===== src/rtl/psw_pkg.sv =====
package psw_pkg;
  localparam int BYTE_W = 8;
  localparam int NIB_W  = 4;

  localparam int BIT_CF = 0;
  localparam int BIT_PF = 2;
  localparam int BIT_AF = 4;
  localparam int BIT_ZF = 6;
  localparam int BIT_SF = 7;
  localparam int BIT_TF = 8;
  localparam int BIT_IF = 9;
  localparam int BIT_DF = 10;
  localparam int BIT_OF = 11;

  typedef enum logic [1:0] {
    OP_ADD = 2'b00,
    OP_SUB = 2'b01,
    OP_AND = 2'b10,
    OP_XOR = 2'b11
  } op_kind_e;

  typedef struct packed {
    logic cf;
    logic pf;
    logic af;
    logic zf;
    logic sf;
    logic of;
  } arith_flags_t;
endpackage


===== src/rtl/psw_alu.sv =====
module psw_alu
  import psw_pkg::*;
#(
  parameter int WORD_W = 16
) (
  input  op_kind_e          kind,
  input  logic              wide,
  input  logic [WORD_W-1:0] a,
  input  logic [WORD_W-1:0] b,
  output logic [WORD_W-1:0] result
);
  localparam logic [WORD_W-1:0] NARROW_MASK = {{(WORD_W-BYTE_W){1'b0}}, {BYTE_W{1'b1}}};

  logic [WORD_W-1:0] raw;

  always_comb begin
    unique case (kind)
      OP_ADD:  raw = a + b;
      OP_SUB:  raw = a - b;
      OP_AND:  raw = a & b;
      default: raw = a ^ b;
    endcase
    result = wide ? raw : (raw & NARROW_MASK);
  end
endmodule


===== src/rtl/psw_flag_gen.sv =====
module psw_flag_gen
  import psw_pkg::*;
#(
  parameter int WORD_W = 16
) (
  input  op_kind_e          kind,
  input  logic              wide,
  input  logic [WORD_W-1:0] a,
  input  logic [WORD_W-1:0] b,
  input  logic [WORD_W-1:0] result,
  input  logic              af_prev,
  output arith_flags_t      flags
);
  localparam int NLANE = $clog2(WORD_W / BYTE_W) + 1;
  localparam int SEL_W = (NLANE > 1) ? $clog2(NLANE) : 1;

  logic is_sub;
  logic is_logic;
  logic [NLANE-1:0] lane_cf;
  logic [NLANE-1:0] lane_of;
  logic [NLANE-1:0] lane_zf;
  logic [NLANE-1:0] lane_sf;
  logic [SEL_W-1:0] sel;
  logic nib_carry;
  logic parity_even;

  assign is_sub   = (kind == OP_SUB);
  assign is_logic = (kind == OP_AND) || (kind == OP_XOR);
  assign sel      = wide ? SEL_W'(NLANE - 1) : '0;

  for (genvar i = 0; i < NLANE; i++) begin : g_lane
    localparam int LW = BYTE_W << i;
    logic [LW:0] ext;
    logic        sa;
    logic        sb;
    logic        sr;
    always_comb begin
      if (is_sub) ext = {1'b0, a[LW-1:0]} - {1'b0, b[LW-1:0]};
      else        ext = {1'b0, a[LW-1:0]} + {1'b0, b[LW-1:0]};
      sa = a[LW-1];
      sb = b[LW-1];
      sr = result[LW-1];
      lane_cf[i] = ext[LW];
      lane_of[i] = is_sub ? ((sa != sb) && (sr != sa)) : ((sa == sb) && (sr != sa));
      lane_zf[i] = (result[LW-1:0] == '0);
      lane_sf[i] = sr;
    end
  end

  assign nib_carry   = a[NIB_W] ^ b[NIB_W] ^ result[NIB_W];
  assign parity_even = ~^result[BYTE_W-1:0];

  always_comb begin
    flags.pf = parity_even;
    flags.zf = lane_zf[sel];
    flags.sf = lane_sf[sel];
    if (is_logic) begin
      flags.cf = 1'b0;
      flags.of = 1'b0;
      flags.af = af_prev;
    end else begin
      flags.cf = lane_cf[sel];
      flags.of = lane_of[sel];
      flags.af = nib_carry;
    end
  end
endmodule


===== src/rtl/psw_step_ctl.sv =====
module psw_step_ctl (
  input  logic clk,
  input  logic rst_n,
  input  logic ctl_we,
  input  logic ctl_tf,
  input  logic insn_done,
  input  logic step_ack,
  output logic tf_q,
  output logic step_req
);
  always_ff @(posedge clk) begin
    if (!rst_n) begin
      tf_q     <= 1'b0;
      step_req <= 1'b0;
    end else begin
      if (step_ack)    tf_q <= 1'b0;
      else if (ctl_we) tf_q <= ctl_tf;

      if (step_ack)                step_req <= 1'b0;
      else if (insn_done && tf_q)  step_req <= 1'b1;
    end
  end
endmodule


===== src/rtl/psw_unit.sv =====
module psw_unit
  import psw_pkg::*;
#(
  parameter int WORD_W = 16
) (
  input  logic              clk,
  input  logic              rst_n,
  input  logic              op_valid,
  input  logic [1:0]        op_kind,
  input  logic              op_wide,
  input  logic [WORD_W-1:0] opa,
  input  logic [WORD_W-1:0] opb,
  output logic [WORD_W-1:0] result,
  input  logic              ctl_we,
  input  logic              ctl_tf,
  input  logic              ctl_if,
  input  logic              ctl_df,
  input  logic              insn_done,
  input  logic              step_ack,
  output logic [15:0]       psw,
  output logic              step_req
);
  op_kind_e     kind;
  arith_flags_t nxt_flags;
  arith_flags_t flags_q;
  logic         tf_q;
  logic         if_q;
  logic         df_q;

  assign kind = op_kind_e'(op_kind);

  psw_alu #(.WORD_W(WORD_W)) u_alu (
    .kind   (kind),
    .wide   (op_wide),
    .a      (opa),
    .b      (opb),
    .result (result)
  );

  psw_flag_gen #(.WORD_W(WORD_W)) u_flags (
    .kind    (kind),
    .wide    (op_wide),
    .a       (opa),
    .b       (opb),
    .result  (result),
    .af_prev (flags_q.af),
    .flags   (nxt_flags)
  );

  psw_step_ctl u_step (
    .clk       (clk),
    .rst_n     (rst_n),
    .ctl_we    (ctl_we),
    .ctl_tf    (ctl_tf),
    .insn_done (insn_done),
    .step_ack  (step_ack),
    .tf_q      (tf_q),
    .step_req  (step_req)
  );

  always_ff @(posedge clk) begin
    if (!rst_n) begin
      flags_q <= '0;
      if_q    <= 1'b0;
      df_q    <= 1'b0;
    end else begin
      if (op_valid) flags_q <= nxt_flags;
      if (ctl_we) begin
        if_q <= ctl_if;
        df_q <= ctl_df;
      end
    end
  end

  always_comb begin
    psw         = '0;
    psw[BIT_CF] = flags_q.cf;
    psw[BIT_PF] = flags_q.pf;
    psw[BIT_AF] = flags_q.af;
    psw[BIT_ZF] = flags_q.zf;
    psw[BIT_SF] = flags_q.sf;
    psw[BIT_OF] = flags_q.of;
    psw[BIT_TF] = tf_q;
    psw[BIT_IF] = if_q;
    psw[BIT_DF] = df_q;
  end
endmodule


===== config.mk =====
export PLATFORM = sky130hd
export DESIGN_NAME = psw_unit
export DESIGN_NICKNAME = d
export VERILOG_FILES = /design/src/rtl/psw_pkg.sv /design/src/rtl/psw_alu.sv /design/src/rtl/psw_flag_gen.sv /design/src/rtl/psw_step_ctl.sv /design/src/rtl/psw_unit.sv
export SDC_FILE = /design/constraint.sdc
export NUM_CORES = 1
export LEC_CHECK = 0
export CAP_MARGIN = 20
export CORE_MARGIN = 10
export CORE_UTILIZATION = 47
export DETAILED_ROUTE_END_ITERATION = 10
export GPL_TIMING_DRIVEN = 0
export HOLD_SLACK_MARGIN = 0.1
export PLACE_DENSITY = 0.79
export SLEW_MARGIN = 20
export SYNTH_ARGS = -nofsm -noshare
export SYNTH_HDL_FRONTEND = slang
export SYNTH_SLANG_ARGS = --single-unit

===== constraint.sdc =====
create_clock -name clk -period 6.6 [get_ports clk]
set_clock_uncertainty 0.1 [all_clocks]
set_input_delay 1.32 -clock clk [delete_from_list [all_inputs] [get_ports clk]]
set_output_delay 1.32 -clock clk [all_outputs]
set_load 0.03 [all_outputs]

Word-level counts from Yosys, hierarchy flattened
Cells that the tools add are included.
{"block": "word_totals", "ff_bits": 10, "input_bits": 44, "output_inout_bits": 33, "wordCells": 61}
{"block": "op_classes", "n_addsub": 6, "magnitude_cmp": 1, "n_eq_ne": 9, "mux": 17, "n_bitwise": 6, "reduce_logical": 12}
{"cell": "case mux 16 bit (3 select lines)", "count": 1}
{"cell": "adder 16 x 16 -> 17 bit", "count": 1}
{"cell": "2-to-1 mux 17 bit", "count": 1}
{"cell": "subtractor 16 x 16 -> 17 bit", "count": 1}
{"cell": "adder 16 bit", "count": 1}
{"cell": "AND 16 bit", "count": 1}
{"cell": "zero test 16 bit", "count": 1}
{"cell": "2-to-1 mux 16 bit", "count": 1}
{"cell": "subtractor 16 bit", "count": 1}
{"cell": "bitwise XOR 16 bit", "count": 1}
{"cell": "2-to-1 mux 1 bit", "count": 13}
{"cell": "adder 8 x 8 -> 9 bit", "count": 1}
{"cell": "2-to-1 mux 9 bit", "count": 1}
{"cell": "subtractor 8 x 8 -> 9 bit", "count": 1}
{"cell": "zero test 8 bit", "count": 1}
{"cell": "XNOR reduction 8 bit", "count": 1}
{"cell": "logical AND 1 bit", "count": 5}
{"cell": "== test 2 bit, second input constant", "count": 2}
{"cell": "inequality test 1 bit", "count": 4}
{"cell": "== test 1 bit", "count": 2}
{"cell": "== test 2 x 1 -> 1 bit, second input constant", "count": 1}
{"cell": "zero test 2 bit", "count": 1}
{"cell": "< comparator 1 x 2 -> 1 bit, second input constant", "count": 1}
{"cell": "inverter 1 bit", "count": 2}
{"cell": "other kinds (4)", "count": 5}

Depth between registers and ports, before layout
Gate-level depths: netlist (run 1).
{"block": "logic_depth", "depth_word": 9, "depth_mapped": 18, "mapped_depth_nobuf": 17}

By module
From an unflattened synthesis (run 1), not the netlist that was laid out.
{"block": "unflattened", "hier_cells": 402, "hier_area_um2": 3098.0}
{"module": "psw_alu", "instances": 1, "cells_each": 227, "area_per_inst_um2": 1667.8, "seq_area_each_um2": 0.0}
{"module": "psw_flag_gen", "instances": 1, "cells_each": 132, "area_per_inst_um2": 973.4, "seq_area_each_um2": 0.0}
{"module": "psw_unit", "instances": 1, "cells_each": 36, "area_per_inst_um2": 380.4, "seq_area_each_um2": 160.2}
{"module": "psw_step_ctl", "instances": 1, "cells_each": 7, "area_per_inst_um2": 76.3, "seq_area_each_um2": 40.0}

Worst setup path before layout (run 1)
OpenSTA, ideal clock, no wires.
{"block": "synth_path", "path_kind": "input port to output port", "start": "input op_kind[0]", "end": "output result[14]", "t_arrival_ps": 4846, "required_time_ps": 5180, "setup_slack_ps": 334, "path_stages": 12, "n_path_buf": 2, "cell_sequence": "clkbuf_1 buf_1 nor2b_1 mux2i_1 fa_1 a21o_1 a221oi_2 o21ai_2 a2111oi_2 nor2_1 xnor2_1 a21oi_1"}
{"block": "synth_via", "elab_chain_len": 3, "elab_cells_between_ends": 5, "cone_classes": "eq/ne: 2; mux: 2; reduce/logical: 1"}
{"item": "start: declaration", "line_no": "psw_unit.sv:9", "text": "input logic [1:0] op_kind,"}
{"item": "== test 2 bit, or another cell as far along", "line_no": "psw_alu.sv:17", "text": "unique case (kind)"}
{"item": "case mux 16 bit (3 select lines) (*)", "line_no": "psw_alu.sv:17"}
{"item": "2-to-1 mux 16 bit (*)", "line_no": "psw_alu.sv:23", "text": "result = wide ? raw : (raw & NARROW_MASK);"}
{"item": "end: declaration", "line_no": "psw_unit.sv:13", "text": "output logic [WORD_W-1:0] result,"}
Every way passes the cells marked *; elsewhere a longest branch is shown, timed or not.

Worst setup path after layout (run 1)
{"block": "layout_path", "start": "input opb[0]", "end": "output result[15]"}
{"block": "layout_via", "elab_chain_len": 3, "elab_cells_between_ends": 4, "cone_classes": "add/sub: 2; mux: 2"}
{"item": "start: declaration", "line_no": "psw_unit.sv:12", "text": "input logic [WORD_W-1:0] opb,"}
{"item": "subtractor 16 bit or adder 16 bit (tied branches)", "line_no": "psw_alu.sv:19, psw_alu.sv:18"}
{"item": "case mux 16 bit (3 select lines) (*)", "line_no": "psw_alu.sv:17"}
{"item": "2-to-1 mux 16 bit (*)", "line_no": "psw_alu.sv:23"}
Marks and branches as above.

==> results of run 1 <==
==> worst reg2reg max path, delay by kind of cell, from the launching register on <==
kind,cells,cell delay (ns)
AOI/OAI and AO/OA,1,0.29
DFF,1,0.30
and+or+nand+nor,1,0.12
==> what timing repair did <==
action,CTS,global route
gates resized for setup,24,11
endpoints found under the setup margin,13,10
gates cloned,0,0
pin swaps,1,1
buffers inserted,1,0
==> how the worst min path moves through the flow <==
stage               slack (ns)                start                   to
floorplan                 0.37  psw[4]$_SDFFE_PN0P_  psw[4]$_SDFFE_PN0P_
global placement          0.35  psw[6]$_SDFFE_PN0P_  psw[6]$_SDFFE_PN0P_
detailed placement        0.35  psw[6]$_SDFFE_PN0P_  psw[6]$_SDFFE_PN0P_
CTS                       0.36  psw[6]$_SDFFE_PN0P_  psw[6]$_SDFFE_PN0P_
global route              0.38  psw[6]$_SDFFE_PN0P_  psw[6]$_SDFFE_PN0P_
finish                    0.36  psw[6]$_SDFFE_PN0P_  psw[6]$_SDFFE_PN0P_
==> cells in the final DEF (no fill, tap or decap), types with 3 or more instances in the layout <==
master           Yosys  routed
ha_1                37      36
nor2b_1              8       7
nor3_1               3       3
clkbuf_1             7       4
o31ai_1              7       7
buf_2                0       3
xnor2_1             16      16
clkbuf_8             1       5
nand2b_1             3       3
a21o_1               6       6
conb_1               1       7
mux2_2               5       5
or2_2                5       5
nand2_1             25      25
dlygate4sd2_1        0       3
nand3_1              5       5
a21oi_1             22      21
xor2_1              18      18
dfxtp_1             10      10
inv_1               16      16
clkdlybuf4s50_1      0      61
and3_1               4       4
buf_4               12      14
mux2i_1             15      14
o21ai_0             15      14
nor2_1              15      15
o21a_1               3       3
==> per-layer routing <==
layer,track usage,share of wire,vias up
met5,0,0,-
met4,0.0411,0.013,0
met3,0.0283,0.049,9
met2,0.289,0.50,70
met1,0.184,0.44,1102
li1,-,-,1201
==> report_power, final <==
part / internal, W / switching [W]
clock network: 0.0000525 / 0.0000245
registers: 0.0000665 / 0.00000325
logic: 0.000170 / 0.000202
total: 0.000289 / 0.000230
==> logic make-up after synthesis <==
logic type / share of synthesized area
simple gates: 0.173
compound gates: 0.227
fa+ha+maj: 0.207
buf+inv: 0.0881
xor+xnor: 0.128
mux: 0.0886
flops: 0.0859
other cells: 0.00161
==> per-stage QoR <==
step / setup WS, ns / instances
final: 0.162 / 442
after global routing: 0.00128 / 442
after CTS: -0.0346 / 443
after detailed placement: -1.25 / 438
after global placement: -1.16 / 438
after floorplan: 0.334 / 302
==> cell type report <==
cell class / instances / share of cell area
multi-input cells: 254 / 0.617
repair buffers: 70 / 0.214
flip-flops and latches: 10 / 0.0619
plain buffers: 21 / 0.0464
well taps: 67 / 0.0259
inverters: 16 / 0.0186
clock buffers: 4 / 0.0170
==> sequential cells by signal, summed over array words and instances (netlist names) <==
register         cells
psw                  6
u_step.step_req      1
if_q                 1
u_step.tf_q          1
df_q                 1
==> flow_summary.yaml, run 1 <==
route:
  wirelength_um: 6770
  antenna_left: 0
  first_pass_iters: 4
  drt-initial-drc-count: 132
  via_count: 2382
  avgViaCountPerCell: 5.39
  wl_per_cell_um: 15.3
  drc: 0
synth:
  synth_cell_type_count: 56
  ys.flop_type: "dfxtp_1"
  synthCells: 296
  post-synth-top-count-cell: "ha_1"
  yosysWarnings: 0
  synth_area_per_cell_um2: 7.87
  yosys-top-cells-count: "ha_1 (37), nand2_1 (25), a21oi_1 (22)"
  ys_seq_elements: 10
  yosysSeqAreaShare: 0.0859
  yosys.area.top_type: "ha_1"
  synthArstFlopShare: 0
  synth_area_leaders: "ha_1 (20%), dfxtp_1 (8.6%), xor2_1 (6.8%)"
  synth_top_area_frac: 0.199
  syn-cell-area_um2: 2330
  synth-edff-count: 0
critical_path:
  r2r_end: "psw[7]$_SDFFE_PN0P_"
  cp-endpoint: "result[15]"
  cp.depth: 16
  critPathSlowestCell: "clkdlybuf4s50_1"
  cp_max_fo: 7
  crit_type: "in2out"
  crit_path_cell_trace: "clkdlybuf4s50_1, inv_1, ha_1, nand2_1, or4_4, o21ai_2, xor2_1, ha_2, and4_1, nand2_1, a21oi_2, o32a_1, a2111o_1, o211ai_2, nor2b_2, clkdlybuf4s15_2"
  worst_ep_required_time_ns: 5.18
  cp.buffers_inverters: 3
  r2r_cells: 2
  crit_path_max_incr_delay_ns: 0.49
  critPathLaunch: "opb[0]"
  cp_data_arrival_time_ns: 5.02
  crit_family: "compound AO/OA/AOI/OAI gates"
  reg2reg_slack_ns: 5.68
  cp-end-kind: "output pin"
  worstReg2RegStart: "psw[7]$_SDFFE_PN0P_"
  cpMostUsedCell: "nand2_1"
  crit_path_start_kind: "input pin"
die:
  core_area_um2: 4750
  rows: 25
  dieWidth_um: 90.4
  start_util: 0.490
  dieArea_um2: 8170
  pin_count: 77
  die_h_um: 90.4
sta:
  final-setup-viol-count: 0
  fin_crit_ns: 6.44
  drv_slew: 0
  rsz0062_at_grt: "false"
  period_share: 0.975
  hold_violations: 0
  timing.fmax_mhz: 155
  fin_hold_ws_ns: 0.356
  setup-tns-final_ns: 0
placed_design:
  post-dp-hpwl_um: 5760
  port_buffers: 69
  gp_routability_congestion: 0.907
  postPlaceCellArea_um2: 3130
power:
  p_total_w: 0.000519
  ir_worst_vdd_uv: 147
  leakagePower_nw: 1.51
  p_per_area_nw_per_um2: 160
clock_network:
  clk_pin_slew_ns: 0.05
  postCtsHoldBufs: 0
  insertion_delay_ns: 0.24
  cts_buffers: 3
  clockBufferDepth: 2
  cts_root_buffer: "clkbuf_8"
  htree_levels: 1
  cts.sinks: 10
  cts_tree: "yes"
final_layout:
  multi_input_area_um2: 1990
  utilization: 0.680
  antenna_cells: 0
  nNetsFinal: 458
  layout-drive-gt1-share: 0.147
  fin_area_um2: 3230
  fill_cells: 427
  syn_to_final_growth_pct: 38.8
  seqCellArea_um2: 200
global_route:
  grt_max_degree: 11
  grt_pass1_vias: 2392
  gr-usage-all-layers: 0.159
  antenna_found_initial: 0
  grt_pass1_wl_um: 11200
  overflow: 0
run_status:
  status: "finished, final reports clean"
hold_path:
  worstHoldPathType: "reg2reg"
  hold_depth: 2
flow_run:
  cap_violations: 0
(Power assumes the default switching activity.)
==> inputs of run 2 (changes only) <==
--- a/config.mk
+++ b/config.mk
@@ -8,10 +8,12 @@
 export CAP_MARGIN = 20
 export CORE_MARGIN = 10
 export CORE_UTILIZATION = 47
+export CTS_CLUSTER_DIAMETER = 30
 export DETAILED_ROUTE_END_ITERATION = 10
 export GPL_TIMING_DRIVEN = 0
 export HOLD_SLACK_MARGIN = 0.1
 export PLACE_DENSITY = 0.79
+export SETUP_SLACK_MARGIN = 0.05
 export SLEW_MARGIN = 20
 export SYNTH_ARGS = -nofsm -noshare
 export SYNTH_HDL_FRONTEND = slang
==> flow_summary.yaml, run 2 (same netlist as run 1, synthesis figures left out) <==
clock_network:
  cts_buffers: 3
  clockBufferDepth: 2
  cts_tree: "yes"
  htree_levels: 1
  insertion_delay_ns: 0.24
  clk_pin_slew_ns: 0.05
  postCtsHoldBufs: 0
  cts_root_buffer: "clkbuf_8"
  cts.sinks: 10
sta:
  timing.fmax_mhz: 157
  final-setup-viol-count: 0
  fin_crit_ns: 6.38
  fin_hold_ws_ns: 0.355
  period_share: 0.967
  worst_slack_ns: 0.217
  rsz0062_at_grt: "true"
  drv_slew: 0
  hold_violations: 0
final_layout:
  largest_register_ffs: 6
  final_cells: 442
  layout-drive-gt1-share: 0.149
  utilization: 0.682
  final_common_cell: "clkdlybuf4s50_1"
  antenna_cells: 0
  fill_cells: 426
  nNetsFinal: 458
  final_cell_mix: "clkdlybuf4s50_1 (59), ha_1 (36), nand2_1 (25)"
  syn_to_final_growth_pct: 39.2
global_route:
  grt_pass1_wl_um: 11200
  grt_max_degree: 11
  antenna_found_initial: 0
  overflow: 0
  gr-usage-all-layers: 0.159
  grt_pass1_vias: 2392
power:
  ir_worst_vdd_uv: 146
  comb_power_share: 0.718
  swShare: 0.444
  seqPwrFrac: 0.134
  switchingPower_w: 0.000231
  p_per_area_nw_per_um2: 160
  power_frac_clock: 0.148
  leakagePower_nw: 1.51
  p_total_w: 0.000520
  internal_power_w: 0.000289
die:
  start_util: 0.490
  dieWidth_um: 90.4
  pin_count: 77
  core_area_um2: 4750
  die_h_um: 90.4
  dieArea_um2: 8170
  rows: 25
placed_design:
  gp_routability_congestion: 0.907
  placedCellCount: 438
  port_buffers: 69
  place_ws_ns: -1.25
  post-dp-hpwl_um: 5760
route:
  first_pass_iters: 4
  antenna_left: 0
  drc: 0
  wirelength_um: 6800
  drt-initial-drc-count: 101
  via_count: 2385
  avgViaCountPerCell: 5.40
  wl_per_cell_um: 15.4
critical_path:
  cp_max_fo: 10
  crit_path_start_kind: "input pin"
  worst_ep_required_time_ns: 5.18
  critPathLaunch: "op_kind[0]"
  worstReg2RegStart: "psw[7]$_SDFFE_PN0P_"
  cp-endpoint: "result[14]"
  cp_data_arrival_time_ns: 4.96
  r2r_end: "psw[7]$_SDFFE_PN0P_"
  cp-end-kind: "output pin"
  r2r_cells: 2
  reg2reg_slack_ns: 5.68
  crit_type: "in2out"
hold_path:
  worstHoldPathType: "reg2reg"
run_status:
  status: "finished, final reports clean"
flow_run:
  cap_violations: 0
[run 2: cell types whose count changed in the layout (fill, tap and decap cells not counted), sizes merged]
cell / delta
dlygate4sd2: +1
clkbuf: +1
buf: -1
clkdlybuf4s50: -2
dlymetal6s2s: +1
[run 2: critical path, stage by stage]
cell             delay, ns
clkdlybuf4s50_1       0.48
clkbuf_4              0.25
buf_4                 0.24
nor2b_4               0.24
mux2i_2               0.11
fa_1                  0.45
a21o_1                0.25
a221oi_4              0.32
o21ai_2               0.16
a2111oi_2             0.40
nor2_1                0.11
xnor2_1               0.14
a21oi_1               0.23
buf_2                 0.25
[run 2: cell type report]
type,instances,area [um2],share of cell area
multi-input cells,254,2000,0.616
repair buffers,70,694,0.214
flip-flops and latches,10,200,0.0618
plain buffers,21,150,0.0463
well taps,67,83.8,0.0259
inverters,16,60.1,0.0185
clock buffers,4,55.1,0.0170
[run 2: how the worst min path moves through the flow]
stage / start / end / slack [ns] / depth (start not counted)
finish: psw[6]$_SDFFE_PN0P_ / psw[6]$_SDFFE_PN0P_ / 0.36 / 2
global route: psw[6]$_SDFFE_PN0P_ / psw[6]$_SDFFE_PN0P_ / 0.38 / 2
CTS: psw[6]$_SDFFE_PN0P_ / psw[6]$_SDFFE_PN0P_ / 0.36 / 2
detailed placement: psw[6]$_SDFFE_PN0P_ / psw[6]$_SDFFE_PN0P_ / 0.35 / 2
global placement: psw[6]$_SDFFE_PN0P_ / psw[6]$_SDFFE_PN0P_ / 0.35 / 2
floorplan: psw[4]$_SDFFE_PN0P_ / psw[4]$_SDFFE_PN0P_ / 0.37 / 1
[run 2: metal layers]
| layer | wire length (um) | track usage | share of wire | vias up |
|---|---|---|---|---|
| met4 | 51 | 0.0411 | 0.0075 | 0 |
| met1 | 3030 | 0.184 | 0.45 | 1102 |
| met2 | 3400 | 0.289 | 0.50 | 72 |
| li1 | - | - | - | 1204 |
| met3 | 313 | 0.0283 | 0.046 | 7 |
| met5 | 0 | 0 | 0 | - |
[run 2: per-stage QoR]
stage | setup TNS, ns | instance area, um2
floorplan | 0 | 2350
global placement | -9.36 | 3130
detailed placement | -9.94 | 3130
CTS | -0.0346 | 3210
global route | 0 | 3240
finish | 0 | 3240
[run 2: power by group through the flow]
stage	Combinational (W)	Sequential, W	Clock, W
3_3_place_gp	0.000358	0.0000704	0
4_1_cts	0.000369	0.0000696	0.0000797
2_1_floorplan	0.000239	0.0000789	0
3_5_place_dp	0.000366	0.0000705	0
6_report	0.000373	0.0000697	0.0000767
5_1_grt	0.000409	0.0000705	0.0000830
[run 2: what timing repair did]
item	4_1_cts	5_1_grt
setup endpoints to repair	14	11
gates cloned	0	0
resized for setup	25	14
setup buffers	1	0
pin swaps	1	1
==> inputs of run 3 (changes only) <==
--- a/config.mk
+++ b/config.mk
@@ -5,7 +5,6 @@
 export SDC_FILE = /design/constraint.sdc
 export NUM_CORES = 1
 export LEC_CHECK = 0
-export CAP_MARGIN = 20
 export CORE_MARGIN = 10
 export CORE_UTILIZATION = 47
 export CTS_CLUSTER_DIAMETER = 30
==> results of run 3 <==
Same layout as run 2: the final DEF is identical, and so are final timing and power.
